`config.mk`:
```
export PLATFORM = sky130hd
export DESIGN_NAME = byte_readback_ctrl
export DESIGN_NICKNAME = d
export VERILOG_FILES = /design/src/rtl/byte_readback_ctrl.sv
export SDC_FILE = /design/constraint.sdc
export NUM_CORES = 1
export LEC_CHECK = 0
export BUFFER_PORTS_ARGS = -buffer_cell sky130_fd_sc_hd__buf_2
export CORE_ASPECT_RATIO = 1.5
export CORE_UTILIZATION = 44
export DETAILED_ROUTE_END_ITERATION = 10
export PLACE_DENSITY = 0.68
export SLEW_MARGIN = 20
export SYNTH_ARGS = -nofsm -noshare
export SYNTH_HDL_FRONTEND = slang
export SYNTH_SLANG_ARGS = --single-unit
```
`constraint.sdc`:
```
create_clock -name clk -period 1.5 [get_ports clk]
set_input_delay 0.15 -clock clk [delete_from_list [all_inputs] [get_ports clk]]
set_output_delay 0.15 -clock clk [all_outputs]
set_load 0.005 [all_outputs]
```
`src/rtl/byte_readback_ctrl.sv`:
```
module byte_readback_ctrl #(
  parameter int N_DEV         = 3,
  parameter int BYTES_PER_DEV = 5,
  parameter int BYTE_W        = 8
) (
  input  logic              clk,
  input  logic              rst_n,
  input  logic              ready_n,
  input  logic              req,
  input  logic              ack,
  input  logic              sdata,
  output logic              xmit_n,
  output logic              dclk,
  output logic [BYTE_W-1:0] byte_out,
  output logic              byte_valid,
  output logic              done
);
  localparam int NBYTES = N_DEV * BYTES_PER_DEV;
  localparam int CW     = (NBYTES > 1) ? $clog2(NBYTES) : 1;
  localparam int BW     = (BYTE_W > 1) ? $clog2(BYTE_W) : 1;

  typedef enum logic [2:0] {S_IDLE, S_SHIFT, S_SHOW, S_HOLD, S_DONE} st_t;

  st_t              st;
  logic             armed, en_q, xmit_q;
  logic [BW-1:0]    bcnt;
  logic [CW-1:0]    ycnt;
  logic [BYTE_W-1:0] sr;

  logic start, last_bit, last_byte;
  assign start     = (st == S_IDLE) && req && armed;
  assign last_bit  = (bcnt == BW'(BYTE_W - 1));
  assign last_byte = (ycnt == CW'(NBYTES - 1));

  always_ff @(posedge clk or negedge rst_n) begin
    if (!rst_n) begin
      st    <= S_IDLE;
      armed <= 1'b0;
      bcnt  <= '0;
      ycnt  <= '0;
      sr    <= '0;
    end else begin
      if (start)
        armed <= 1'b0;
      else if (st == S_IDLE && !ready_n)
        armed <= 1'b1;
      if (en_q) begin
        sr   <= {sr[BYTE_W-2:0], sdata};
        bcnt <= last_bit ? '0 : bcnt + 1'b1;
      end
      case (st)
        S_IDLE:  if (start) begin st <= S_SHIFT; ycnt <= '0; end
        S_SHIFT: if (en_q && last_bit) st <= S_SHOW;
        S_SHOW:  begin
                   ycnt <= ycnt + 1'b1;
                   st   <= last_byte ? S_DONE : S_HOLD;
                 end
        S_HOLD:  if (ack) st <= S_SHIFT;
        default: st <= S_IDLE;
      endcase
    end
  end

  always_ff @(negedge clk or negedge rst_n) begin
    if (!rst_n) begin
      en_q   <= 1'b0;
      xmit_q <= 1'b0;
    end else begin
      en_q   <= (st == S_SHIFT);
      xmit_q <= (st == S_SHIFT) || (st == S_SHOW) || (st == S_HOLD);
    end
  end

  assign xmit_n     = ~xmit_q;
  assign dclk       = clk & en_q;
  assign byte_out   = sr;
  assign byte_valid = (st == S_SHOW);
  assign done       = (st == S_DONE);
endmodule

```
Word-level counts from Yosys, hierarchy flattened
Index checks and enable logic that the tools add are counted.

word-level totals
  output and inout bits = 12
  register bits = 21
  bits of input ports = 6

operators by class
  $add $sub $neg = 2
  reductions and logical operators = 12
  mux-type cells = 10
  bitwise logic cells = 2
  equality and inequality tests = 9

operator list
  operator             number
  $mux 3               5
  $pmux 3 s4           1
  $pmux 4 s2           1
  $eq 3x2->1 const B   2
  $eq 3x3->1 const B   2
  $ne 2x2->1 const B   3
  $add 4x1->4 const B  1
  $eq 4x4->1 const B   1
  $logic_and 1x1->1    4
  $mux 4               1
  $reduce_bool 2->1    2
  $add 3x1->3 const B  1
  $eq 3x1->1 const B   1
  $logic_not 3->1      1
  $reduce_and 3->1     1
  $logic_or 1x1->1     2
  $mux 1               2
  $reduce_and 2->1     1
  $and 1x1->1          1
  $logic_not 1->1      1
  $not 1->1            1

Logic depth before layout (Yosys ltp)
  word-level depth = 5
  mapped depth = 5
  depth with buffers taken out = 5

==> out/qor.txt <==
post-synthesis xor/xnor area fraction: 0%
Nets: 126
multiplexer share of the synthesized area: 13.30%
all-layer global routing usage: 21.07%
crit end category: primary output
vias in the first global route: 769
CP startpoint: en_q
post-synthesis sequential area ratio: 56.99%
Layout Area Growth over Synthesis: 41.25%
drt total wl: 1.910 mm
critical path data arrival time: 1.92 ns
DR vias: 715
first-pass GRT wire length: 3.125 mm
predominant post-synthesis flop cell: dfrtp_1
Req. time, crit path: 1.35 ns
cell count after synthesis: 76
max-slew violation count: 0
Syn. warnings: 0
syn_nets: 86
Synth Area in Compound Gates: 7.870%
DP Wirelength: 1.249 mm
Worst R2R End: byte_out[2]
Mean Syn Cell Area: 12.13 µm²
Die Area: 2287 µm²
clock skew: 0.01012 ns
path type of the worst setup path: flop to primary output
non-filler instance count after layout: 136
DRC Markers: 0
static leakage: 0.6619 nW
largest family of logic cells by synthesized area: simple AND/OR/NAND/NOR gates
crit path max fanout: 2
unrepaired setup endpoints after global routing: true
Pwr Density: 1887 nW/µm²
num rows: 19
R2R cell count: 3
# fillers: 145
initial antenna violation count: 0
Clock Pin Slew Worst Setup and Hold Paths: 0.12 ns
Max-Cap Viols: 0
Worst Hold Path EP: armed
Min-Delay Path Class: input port to flop
worst hold path stage count: 3
Startpoint Class: flop
CTS tree: yes
Rel. slew slack: 81.11%
commonest non-fill, non-tap cell in the layout: dfrtp_1
Worst-Margin Slew: 0.2833 ns
routed len/inst: 14.04 µm
Post-synth ARST share: 100.0%
router iterations before antenna repair: 3
adder-cell share of the synthesized area: 5.427%
Initial Util: 48.49%
outcome: complete, but fails checks
IO Count: 18
fraction of layout cells with a size suffix above 1: 51.30%
DR vias/cell: 5.257
Reg area: 528.0 µm²
Post-synth EDFFs: 0
final hold viol count: 0
Die X: 39.38 µm
violations in the final reports: negative setup slack
Final ANT Viol Nets: 0
area of the multi-input gates: 427.9 µm²
total power: 2.458 mW
flops & latches, synth: 21
most frequent cells in the layout: dfrtp_1 (17), buf_2 (15), mux2_4 (9), buf_4 (9), buf_6 (8)
critical hold path startpoint: ready_n
PnR worst setup slack: -0.5699 ns
I/O Buffers: 17
placed cell count: 117
worst reg2reg startpoint: en_q
Simple-Gate Fraction of Synth Area: 13.43%
GPL Wtd Cong: 0.6756
Netlist cell types: 25
GRT overflow: 0
Worst VDD drop: 1.060 mV
Diodes inserted: 0
Skew-Pair Late Insertion Delay: 0.43 ns
Core ar.: 1902 µm²
largest net degree at the start of global routing: 14
die height: 58.07 µm
setup violators final: 20
first-iteration detailed-routing DRC count: 7
Mapped Area: 922.1 µm²
R2R Setup Slk: -0.40 ns
synth_stat cells, types with 2 or more instances:
cell type  number  area (µm²)
dfrtn_1         2       50.05
nor2_1          6       22.52
nand2_1         2       7.510
nand3b_1        2       15.01
a211oi_1        2       15.01
mux2_2         10       112.6
or3_1           2       12.51
a21oi_1         2       10.01
and3b_2         2       20.02
o21ai_0         5       25.02
dfrtp_1        19       475.5
and2_1          2       12.51
inv_1           5       18.77
ha_1            4       50.05
cells by family (layout without fill, tap and decap cells):
family	after synthesis	in the layout
mux	11	11
compound gates	12	12
fa+ha+maj	4	4
flops	21	21
buf+inv	7	46
simple gates	21	21
layer usage:
layer | GRT usage, % | up-vias | wire length, µm
met4 | 19.70 | 0 | 73
met5 | 0 | - | 0
met2 | 31.90 | 18 | 1046
li1 | - | 344 | -
met3 | 6.897 | 9 | 52
met1 | 21.54 | 344 | 737
sequential cells by signal (all words and copies together), names as in the netlist:
| signal | flops |
|---|---|
| ycnt | 4 |
| bcnt | 3 |
| byte_out | 8 |
| st | 3 |
| xmit_q | 1 |
| armed | 1 |
| en_q | 1 |
through the flow:
step | area [µm²] | hold WS [ns] | util [%] | setup TNS (ns) | worst slack, ns
finish | 1303 | 0.02150 | 68.49 | -5.424 | -0.5699
detailed placement | 1094 | 0.04489 | 57.50 | -3.498 | -0.3174
CTS | 1286 | 0.01729 | 67.63 | -5.754 | -0.5852
global placement | 1094 | 0.04578 | 57.50 | -3.115 | -0.2789
floorplan | 963.4 | -0.1456 | - | -3.249 | -0.3149
global route | 1303 | 0.01442 | 68.49 | -6.309 | -0.6347
cell type report:
class                   instances  share of cell area (%)
flip-flops and latches         21                   40.54
inverters                       5                   1.441
repair buffers                 33                   18.54
well taps                      21                   2.017
clock buffers                   8                   4.611
multi-input cells              48                   32.85
critical path: stages (launching register included):
cell	delay [ns]
dfrtn_1	0.43
buf_6	0.10
and2_4	0.13
buf_6	0.08
where the power goes:
part,internal [mW],switching (mW)
logic,0.619,0.361
clock network,0.271,0.227
registers,0.799,0.181
total,1.69,0.769
what timing repair did:
action | 4_1_cts | 5_1_grt
pin swaps | 3 | 3
resized for setup | 17 | 5
hold buffers | 2 | 0
setup endpoints to repair | 19 | 24
buffers inserted | 9 | 3
endpoints found under the hold margin | 20 | 0
worst max-delay path by stage:
stage             endpoint  slack [ns]  depth (start not counted)
2_1_floorplan      bcnt[0]       -0.31                          2
3_3_place_gp   byte_out[7]       -0.28                          2
3_5_place_dp   byte_out[7]       -0.32                          2
4_1_cts               dclk       -0.59                          3
5_1_grt               dclk       -0.63                          3
6_report              dclk       -0.57                          3
Note: power is estimated with default switching activity, not from simulation.
